$ cat src/rtl/sbuf_pkg.sv
package sbuf_pkg;
   typedef enum logic [1:0] {
      SEL_INQ  = 2'd0,
      SEL_OUTQ = 2'd1,
      SEL_EN   = 2'd2
   } cfg_sel_e;

   localparam int F_BASE_LSB = 0;
   localparam int F_SIZE_LSB = 8;
   localparam int F_WM_LSB   = 16;

   localparam int EN_WR_IRQ = 0;
   localparam int EN_RD_IRQ = 1;
   localparam int EN_WR_DMA = 2;
   localparam int EN_RD_DMA = 3;

   localparam int DIR_WR = 0;
   localparam int DIR_RD = 1;
endpackage

$ cat src/rtl/sbuf_ring.sv
module sbuf_ring #(
   parameter int AW  = 6,
   parameter int WMW = 3
) (
   input  logic          clk,
   input  logic          rst,
   input  logic          clr,
   input  logic [AW-1:0] base,
   input  logic [AW:0]   size,
   input  logic [WMW-1:0] wm,
   input  logic          push,
   input  logic          pop,
   output logic [AW-1:0] push_addr,
   output logic [AW-1:0] pop_addr,
   output logic          room_low,
   output logic          fill_low,
   output logic          has_room,
   output logic          has_data
);
   localparam int CW = AW + 1;
   localparam logic [WMW-1:0] WM_MAX = WMW'(CW);

   logic [CW-1:0] wptr, rptr, count, free_sp;
   logic [CW-1:0] winc, rinc, wsum, rsum;
   logic [CW:0]   thr;
   logic          push_ok, pop_ok;

   assign has_room = (count < size);
   assign has_data = (count != '0);
   assign push_ok  = push & has_room;
   assign pop_ok   = pop & has_data;

   assign winc = wptr + CW'(1);
   assign rinc = rptr + CW'(1);

   always_ff @(posedge clk) begin
      if (rst || clr) begin
         wptr  <= '0;
         rptr  <= '0;
         count <= '0;
      end else begin
         if (push_ok) wptr <= (winc >= size) ? '0 : winc;
         if (pop_ok)  rptr <= (rinc >= size) ? '0 : rinc;
         if (push_ok && !pop_ok)      count <= count + CW'(1);
         else if (pop_ok && !push_ok) count <= count - CW'(1);
      end
   end

   assign wsum      = {1'b0, base} + wptr;
   assign rsum      = {1'b0, base} + rptr;
   assign push_addr = wsum[AW-1:0];
   assign pop_addr  = rsum[AW-1:0];

   assign free_sp  = size - count;
   assign thr      = (CW+1)'(1) << wm;
   assign room_low = (wm > WM_MAX) || ({1'b0, free_sp} < thr);
   assign fill_low = (wm > WM_MAX) || ({1'b0, count} < thr);
endmodule

$ cat src/rtl/sbuf_req_sel.sv
module sbuf_req_sel #(
   parameter bit DMA_WINS = 1'b1
) (
   input  logic avail,
   input  logic irq_en,
   input  logic dma_en,
   output logic irq_req,
   output logic dma_req
);
   assign dma_req = avail & dma_en;

   generate
      if (DMA_WINS) begin : g_dma_first
         assign irq_req = avail & irq_en & ~dma_en;
      end else begin : g_both
         assign irq_req = avail & irq_en;
      end
   endgenerate
endmodule

$ cat src/rtl/sbuf_req_ctrl.sv
module sbuf_req_ctrl
   import sbuf_pkg::*;
#(
   parameter int DW       = 16,
   parameter int AW       = 6,
   parameter bit DMA_WINS = 1'b1
) (
   input  logic          clk,
   input  logic          rst,
   input  logic          cfg_we,
   input  logic [1:0]    cfg_addr,
   input  logic [31:0]   cfg_wdata,
   input  logic          host_wr,
   input  logic [DW-1:0] wr_data,
   input  logic          host_rd,
   output logic [DW-1:0] rd_data,
   input  logic          eng_pop,
   output logic [DW-1:0] eng_in_data,
   input  logic          eng_push,
   input  logic [DW-1:0] eng_out_data,
   output logic          in_full,
   output logic          out_empty,
   output logic          irq_wr,
   output logic          irq_rd,
   output logic          dma_wr,
   output logic          dma_rd,
   output logic          err_wr,
   output logic          err_rd
);
   localparam int DEPTH = 1 << AW;
   localparam int CW    = AW + 1;
   localparam int WMW   = $clog2(CW + 1);
   localparam logic [CW-1:0] DEPTH_C = CW'(DEPTH);

   generate
      if (AW < 2 || AW > 7) begin : g_bad_aw
         $error("sbuf_req_ctrl: AW must lie in 2..7 so fields fit the config word");
      end
      if (DW < 1) begin : g_bad_dw
         $error("sbuf_req_ctrl: DW must be positive");
      end
      if (WMW > 4) begin : g_bad_wm
         $error("sbuf_req_ctrl: watermark field wider than 4 bits");
      end
   endgenerate

   // configuration state
   logic [AW-1:0]  iq_base, oq_base;
   logic [CW-1:0]  iq_size, oq_size;
   logic [WMW-1:0] iq_wm, oq_wm;
   logic [3:0]     en_r;
   logic [CW-1:0]  f_size;
   logic           clr_iq, clr_oq;

   assign f_size = (cfg_wdata[F_SIZE_LSB +: CW] > DEPTH_C) ? DEPTH_C
                                                           : cfg_wdata[F_SIZE_LSB +: CW];
   assign clr_iq = cfg_we && (cfg_addr == SEL_INQ);
   assign clr_oq = cfg_we && (cfg_addr == SEL_OUTQ);

   always_ff @(posedge clk) begin
      if (rst) begin
         iq_base <= '0;
         oq_base <= '0;
         iq_size <= DEPTH_C;
         oq_size <= DEPTH_C;
         iq_wm   <= '0;
         oq_wm   <= '0;
         en_r    <= '0;
      end else if (cfg_we) begin
         unique case (cfg_addr)
            SEL_INQ: begin
               iq_base <= cfg_wdata[F_BASE_LSB +: AW];
               iq_size <= f_size;
               iq_wm   <= cfg_wdata[F_WM_LSB +: WMW];
            end
            SEL_OUTQ: begin
               oq_base <= cfg_wdata[F_BASE_LSB +: AW];
               oq_size <= f_size;
               oq_wm   <= cfg_wdata[F_WM_LSB +: WMW];
            end
            SEL_EN:  en_r <= cfg_wdata[3:0];
            default: ;
         endcase
      end
   end

   // queues
   logic [AW-1:0] iq_waddr, iq_raddr, oq_waddr, oq_raddr;
   logic iq_room_low, iq_fill_low, iq_has_room, iq_has_data;
   logic oq_room_low, oq_fill_low, oq_has_room, oq_has_data;
   logic wr_ok, rd_ok, epush_ok;

   assign wr_ok    = host_wr & ~in_full & iq_has_room;
   assign rd_ok    = host_rd & ~out_empty & oq_has_data;
   assign epush_ok = eng_push & oq_has_room;

   sbuf_ring #(.AW(AW), .WMW(WMW)) u_inq (
      .clk(clk), .rst(rst), .clr(clr_iq),
      .base(iq_base), .size(iq_size), .wm(iq_wm),
      .push(wr_ok), .pop(eng_pop),
      .push_addr(iq_waddr), .pop_addr(iq_raddr),
      .room_low(iq_room_low), .fill_low(iq_fill_low),
      .has_room(iq_has_room), .has_data(iq_has_data)
   );

   sbuf_ring #(.AW(AW), .WMW(WMW)) u_outq (
      .clk(clk), .rst(rst), .clr(clr_oq),
      .base(oq_base), .size(oq_size), .wm(oq_wm),
      .push(eng_push), .pop(rd_ok),
      .push_addr(oq_waddr), .pop_addr(oq_raddr),
      .room_low(oq_room_low), .fill_low(oq_fill_low),
      .has_room(oq_has_room), .has_data(oq_has_data)
   );

   assign in_full   = iq_room_low;
   assign out_empty = oq_fill_low;

   // shared sample store; engine write lands after host write on a clash
   logic [DW-1:0] mem [DEPTH];

   always_ff @(posedge clk) begin
      if (wr_ok)    mem[iq_waddr] <= wr_data;
      if (epush_ok) mem[oq_waddr] <= eng_out_data;
   end

   assign eng_in_data = mem[iq_raddr];
   assign rd_data     = mem[oq_raddr];

   // sticky misuse flags
   always_ff @(posedge clk) begin
      if (rst) begin
         err_wr <= 1'b0;
         err_rd <= 1'b0;
      end else begin
         if (host_wr && in_full)   err_wr <= 1'b1;
         if (host_rd && out_empty) err_rd <= 1'b1;
      end
   end

   // per-direction request selection
   logic [1:0] avail, ien, den, irq_v, dma_v;
   assign avail[DIR_WR] = ~in_full;
   assign avail[DIR_RD] = ~out_empty;
   assign ien[DIR_WR]   = en_r[EN_WR_IRQ];
   assign ien[DIR_RD]   = en_r[EN_RD_IRQ];
   assign den[DIR_WR]   = en_r[EN_WR_DMA];
   assign den[DIR_RD]   = en_r[EN_RD_DMA];

   generate
      for (genvar d = 0; d < 2; d++) begin : g_dir
         sbuf_req_sel #(.DMA_WINS(DMA_WINS)) u_sel (
            .avail(avail[d]), .irq_en(ien[d]), .dma_en(den[d]),
            .irq_req(irq_v[d]), .dma_req(dma_v[d])
         );
      end
   endgenerate

   assign irq_wr = irq_v[DIR_WR];
   assign irq_rd = irq_v[DIR_RD];
   assign dma_wr = dma_v[DIR_WR];
   assign dma_rd = dma_v[DIR_RD];
endmodule

$ cat config.mk
export PLATFORM = sky130hd
export DESIGN_NAME = sbuf_req_ctrl
export DESIGN_NICKNAME = d
export VERILOG_FILES = /design/src/rtl/sbuf_pkg.sv /design/src/rtl/sbuf_ring.sv /design/src/rtl/sbuf_req_sel.sv /design/src/rtl/sbuf_req_ctrl.sv
export SDC_FILE = /design/constraint.sdc
export NUM_CORES = 2
export LEC_CHECK = 0
export ABC_AREA = 1
export ABC_CLOCK_PERIOD_IN_PS = 4200
export BUFFER_PORTS_ARGS = -buffer_cell sky130_fd_sc_hd__buf_2
export CAP_MARGIN = 20
export CORE_ASPECT_RATIO = 1.2
export CORE_MARGIN = 2
export CORE_UTILIZATION = 40
export DETAILED_ROUTE_END_ITERATION = 10
export PLACE_DENSITY = 0.63
export SETUP_SLACK_MARGIN = 0.5
export SLEW_MARGIN = 40
export SYNTH_ARGS = -nofsm -noshare
export SYNTH_HDL_FRONTEND = slang
export SYNTH_SLANG_ARGS = --single-unit
$ cat constraint.sdc
create_clock -name clk -period 4.2 [get_ports clk]
set_input_delay 1.05 -clock clk [delete_from_list [all_inputs] [get_ports clk]]
set_output_delay 1.05 -clock clk [all_outputs]
set_load 0.05 [all_outputs]
# Word level (Yosys, flattened, before mapping)
# Memories as Yosys holds them, arrays and structs flattened.
# Index checks and enable logic that the tools add are counted.
[totals] n_memories=1 ff_bits=80 wordCells=99 output_inout_bits=40 ramBits=1024
[memory_table] memory="mem" words=64 width=16 rd=2 rd_ports_with_merged_regs=0 wr=2 line_no="sbuf_req_ctrl.sv:119" rtl="logic [DW-1:0] mem [DEPTH];"
[op_classes] shift=2 order_cmp=11 mux=13 n_reduce_logical=24 n_eq_ne=2 bitwise=18 n_addsub=13
[op_table] operator="7-bit 2-to-1 mux" n=9
[op_table] operator="7-bit by 1-bit adder with 7-bit output, second input constant" n=6
[op_table] operator="7-bit greater-or-equal comparator" n=4
[op_table] operator="6-bit adder" n=4
[op_table] operator="7-bit by 8-bit < comparator with 1-bit output" n=2
[op_table] operator="1-bit by 3-bit left shift with 8-bit output, first input constant" n=2
[op_table] operator="1-bit bitwise AND" n=14
[op_table] operator="7-bit < comparator" n=2
[op_table] operator="7-bit nonzero test" n=2
[op_table] operator="7-bit by 1-bit subtractor with 7-bit output, second input constant" n=2
[op_table] operator="1-bit logical AND" n=8
[op_table] operator="7-bit > comparator, second input constant" n=1
[op_table] operator="7-bit subtractor" n=1
[op_table] operator="3-bit > comparator, second input constant" n=2
[op_table] operator="2-bit AND reduction" n=3
[op_table] operator="1-bit logical NOT" n=4
[op_table] operator="1-bit logical OR" n=4
[op_table] operator="1-bit 2-to-1 mux" n=4
[op_table] operator="1-bit inverter" n=4
[op_table] operator="2-bit nonzero test" n=2
[op_table] operator="2-bit by 1-bit equality test with 1-bit output, second input constant" n=1
[op_table] operator="2-bit equality test, second input constant" n=1
[op_table] operator="2-bit logical NOT" n=1

# Depth between registers and ports, before layout
[logic_depth] word_depth=11 ltp_mapped=27

# By module
# A second synthesis with hierarchy kept.
[hier_totals] hier_cells=9459 area_unflattened_um2=69130.1
[modules_own_cells] mod="sbuf_req_ctrl" n_inst=1 cells_per_inst=8631 area_per_inst_um2=63679.8
[modules_own_cells] mod="sbuf_ring (u_inq)" n_inst=1 cells_per_inst=411 area_per_inst_um2=2725.1
[modules_own_cells] mod="sbuf_ring (u_outq)" n_inst=1 cells_per_inst=409 area_per_inst_um2=2690.1
[modules_own_cells] mod="sbuf_req_sel" n_inst=2 cells_per_inst=4 area_per_inst_um2=17.5

# Least setup slack after synthesis
# No wires, ideal clock.
[synth_path] kind="register to output" from="reg iq_size[0]" to="out irq_wr" path_buffers=1 setup_slack_ps=-691 arrival_ps=3841 path_stages_with_launch=17 path_cell_list="dfxtp_1 inv_1 ha_1 fa_1 o21ai_0 a21oi_1 nor2_1 nor2_1 xnor2_1 ha_1 nand2_1 nor2_1 nand2_1 nand2_1 clkbuf_1 inv_1 nor3_1"
[synth_via] elab_chain_cells=6
[synth_rtl] element="from (decl)" line_no="sbuf_req_ctrl.sv:49" rtl="logic [CW-1:0] iq_size, oq_size;"
[synth_rtl] element="from (signal assigned)" line_no="sbuf_req_ctrl.sv:73" rtl="iq_size <= f_size;"
[synth_rtl] element="7-bit subtractor" line_no="sbuf_ring.sv:54" rtl="assign free_sp = size - count;"
[synth_rtl] element="7-bit by 8-bit < comparator with 1-bit output" line_no="sbuf_ring.sv:56" rtl="assign room_low = (wm > WM_MAX) || ({1'b0, free_sp} < thr);"
[synth_rtl] element="1-bit logical OR" line_no="sbuf_ring.sv:56"
[synth_rtl] element="named net in_full" line_no="sbuf_req_ctrl.sv:21" rtl="output logic in_full,"
[synth_rtl] element="1-bit inverter" line_no="sbuf_req_ctrl.sv:142" rtl="assign avail[DIR_WR] = ~in_full;"
[synth_rtl] element="1-bit bitwise AND (2 in series)" line_no="sbuf_req_sel.sv:14" rtl="assign irq_req = avail & irq_en & ~dma_en;"
[synth_rtl] element="to (decl)" line_no="sbuf_req_ctrl.sv:23" rtl="output logic irq_wr,"
# The timed path passes the listed nets, and every way through them passes these cells.

# Worst setup path in the final report
[layout_path] from="reg oq_base[0]" to="out rd_data[4]"
[layout_via] elab_chain_cells=2
[layout_rtl] element="from (decl)" line_no="sbuf_req_ctrl.sv:48" rtl="logic [AW-1:0] iq_base, oq_base;"
[layout_rtl] element="from (signal assigned)" line_no="sbuf_req_ctrl.sv:77" rtl="oq_base <= cfg_wdata[F_BASE_LSB +: AW];"
[layout_rtl] element="6-bit adder" line_no="sbuf_ring.sv:50" rtl="assign rsum = {1'b0, base} + rptr;"
[layout_rtl] element="memory read 64 x 16 bit"
[layout_rtl] element="to (decl)" line_no="sbuf_req_ctrl.sv:16" rtl="output logic [DW-1:0] rd_data,"
# Every way passes these cells.

==> metrics.md <==
| Metric | Value |
|---|---|
| Clock sink count | `1104` |
| Final count of pins violating max slew | `0` |
| Finished Layout Cells | `10846` |
| Wire length on met2 | `122000 um` |
| Routed length per instance | `25.0 um` |
| Outcome | `finished with violations` |
| Overall die area | `173000 um^2` |
| Count of cells along the worst register-to-register path | `28` |
| Power per Cell Area | `606 nW/um^2` |
| Share of cells above drive strength 1 | `15.7%` |
| Setup violation total in the final timing report | `35` |
| Number of synthesized flops with an enable pin | `1024` |
| CP Data Required Time | `3.15 ns` |
| Category of the worst setup path capture point | `output port` |
| Most numerous cell types in the synthesized netlist | `nand2_1, o21ai_0, nand3_1, edfxtp_1, clkbuf_1` |
| Critical path data arrival time | `3.81 ns` |
| Total congestion overflow after global routing | `0` |
| Number of fillers in the final layout | `15534` |
| First-pass GRT wire length | `390000 um` |
| Final WL | `271000 um` |
| Number of instances in the placed design | `10479` |
| Vias in the first global route | `61510` |
| Number of synthesized register bits | `1104` |
| Height of the chip | `455 um` |
| Element type at the critical path start | `flop` |
| Register-to-register path setup slack | `0.41 ns` |
| RSZ-0062 raised after global routing | `true` |
| Total clock buffers created by CTS | `118` |
| Mapped Area | `67900 um^2` |
| Syn. warnings | `0` |
| Total length of routed met3 wires | `32300 um` |
| Number of core rows | `165` |
| Worst skew pair latency | `0.79 ns` |
| Number of iterations in the first detailed-routing pass | `6` |
| CTS tree | `yes` |
| Share of the cycle needed by the critical path after routing | `116%` |
| Cell with the most instances after synthesis | `nand2_1` |
| Flip-flop cell with the highest count after synthesis | `edfxtp_1` |
| Total count of hold-check failures in the final report | `0` |
| Worst clock skew | `0.0510 ns` |
| Vias per cell | `6.09` |
| Floorplan Core Area | `169000 um^2` |
| Number of max-cap violations | `0` |
| Portion of the post-synthesis area used by sequential elements | `47.6%` |
| Worst vdd ir | `1230 uV` |
| Routed vias | `66076` |
| Post-synthesis instance total | `8564` |
| Clock slew seen by the registers of the worst setup and hold paths | `0.06 ns` |
| Max incr delay on CP | `0.85 ns` |
| Largest area contributor in the synthesized netlist | `edfxtp_1` |
| Gr usage total | `29.9%` |
| Hold-critical path depth | `2` |
| RePlAce Congestion | `0.985` |
| Worst-Margin Slew | `0.908 ns` |
| Storage cell area | `32400 um^2` |
| Number of nets in the synthesized netlist | `8733` |
| Layout net count | `8655` |
| Setup CP Type | `reg -> out` |
| Initial cell density of the core | `40.3%` |
| I/O Pins | `113` |
| Largest fanout on the critical path | `7` |
| Final total power | `50.0 mW` |
| HPWL reported at the end of detailed placement | `168000 um` |
| PnR worst setup slack | `-0.663 ns` |
| Number of antenna-violating nets in the routed design | `0` |
| Footprint of the multi-input gates | `32600 um^2` |
| Post-detailed-route DRC marker count | `0` |
| Hold Crit Class | `reg -> reg` |
| H-tree levels | `3` |
| Violated checks | `setup timing` |
| Antenna violations before repair | `7` |
| Distinct cells, synth | `35` |
| Chip width | `380 um` |
| Area growth from synthesis to layout | `21.5%` |
| Clock Tree Root | `clkbuf_16` |
| Number of port buffers | `96` |
| Top sig layer | `met5` |
| Routed length on met1 | `96400 um` |
| Max-slew headroom at the worst pin | `39.5%` |
| Post-Syn Area per Cell | `7.93 um^2` |
| Shortest clock period the worst path allows after layout | `4.86 ns` |
| Leakage power summed over all cells | `28.4 nW` |
| Initial DRC Count | `9218` |
| Slowest stage cell, crit path | `fa_4` |
| Maximum count of clock buffers along a single path | `3` |
| Async S/R FF share, synth | `0%` |
| Top post-synthesis cells by area | `edfxtp_1, o21ai_0, nand2_1, nand3_1, o211ai_1` |
| Worst-path cell chain | `ha_4 > fa_4 > buf_12 > buf_12 > buf_4 > a21oi_2 > o21ai_1 > nand3_2 > nand3_2 > buf_6 > nand3_4 > nand3_2 > buf_6 > nand2_4 > buf_12` |
| Largest net degree at the start of global routing | `95` |
| Achievable frequency | `206 MHz` |
| Area share of the leading cell type in the synthesized netlist | `45.3%` |
[report_power, final]
part           total (mW)  leakage (nW)  internal [mW]  switching [mW]
clock                11.0          1.93           6.27            4.72
combinational        26.2          16.6           9.53            16.6
sequential           12.8          9.88           12.5           0.276
total                50.0          28.4           28.3            21.6
[what timing repair did]
action,CTS,global route
gates cloned,26,15
setup endpoints to repair,230,897
setup buffers,55,45
hold buffers,0,0
pin swaps,100,99
gates resized for setup,408,347
[per-layer routing]
layer,up-vias,track usage (%)
met5,-,0
met4,2,20.2
met3,889,6.26
met2,4258,47.2
met1,31081,36.7
li1,29846,-
[sequential cells by signal (all words and copies together) (netlist names), 4 cells and up]
name / flops
u_outq.count: 7
u_inq.wptr: 7
u_inq.rptr: 7
oq_size: 7
u_inq.count: 7
iq_size: 7
oq_base: 6
u_outq.rptr: 7
en_r: 4
u_outq.wptr: 7
iq_base: 6
mem: 1024
[worst max-delay path: cells and delay by family, from the launching register on]
family,cells,cell delay (ns)
AND/OR/NAND/NOR,5,0.61
buffers and inverters,6,0.93
flip-flops,1,0.33
adder cells (fa/ha/maj),2,1.01
AO/OA/AOI/OAI,2,0.14
[final timing paths]
path | from | endpoint
setup / recovery | oq_base[0] | rd_data[4]
hold reg to reg | err_rd | err_rd
setup reg to reg | iq_size[0] | u_inq.count[6]
hold / removal | err_rd | err_rd
[per-stage QoR]
step | setup TNS (ns) | setup WS [ns] | util, % | hold WS, ns | area, um^2
2_1_floorplan | 0 | 0.242 | - | 0.430 | 68000
3_3_place_gp | -0.198 | -0.0708 | 43.4 | 0.436 | 73200
3_5_place_dp | -0.363 | -0.0875 | 43.4 | 0.444 | 73300
4_1_cts | -20.41 | -0.716 | 47.6 | 0.454 | 80400
5_1_grt | -20.61 | -0.725 | 48.9 | 0.484 | 82500
6_report | -18.75 | -0.663 | 48.9 | 0.452 | 82500
[cell usage in the layout, fill, tap and decap left out, drive strengths merged, types with 2 or more instances in the layout]
cell	instances
o22ai	16
nor2	158
bufinv	16
or2	3
buf	644
fa	7
o21a	2
nand3b	8
xor2	31
edfxtp	1024
o21bai	58
nand2	1780
clkbuf	155
clkinv	50
o211ai	515
a21oi	584
nand3	1028
a21boi	2
nor3	9
xnor2	16
dfxtp	80
inv	686
clkinvlp	9
nand4	31
bufbuf	6
ha	89
nor3b	3
diode	3
o21ai	1575
[final cells by class]
class	count	area share, %
Clock buffer	148	3.80
Tap cell	2254	3.42
Antenna cell	3	0.00910
Clock inverter	75	1.02
Multi-Input combinational cell	5919	39.5
Inverter	686	3.15
Timing Repair Buffer	657	9.90
Sequential cell	1104	39.2
[cell families after synthesis]
kind of cell,share of synthesized area (%)
DFF,47.6
adders and majority gates,1.85
and+or+nand+nor,18.8
AOI/OAI and AO/OA,22.5
xor gates and xnor gates,0.606
buffers and inverters,8.65
Note: power is estimated with default switching activity, not from simulation.
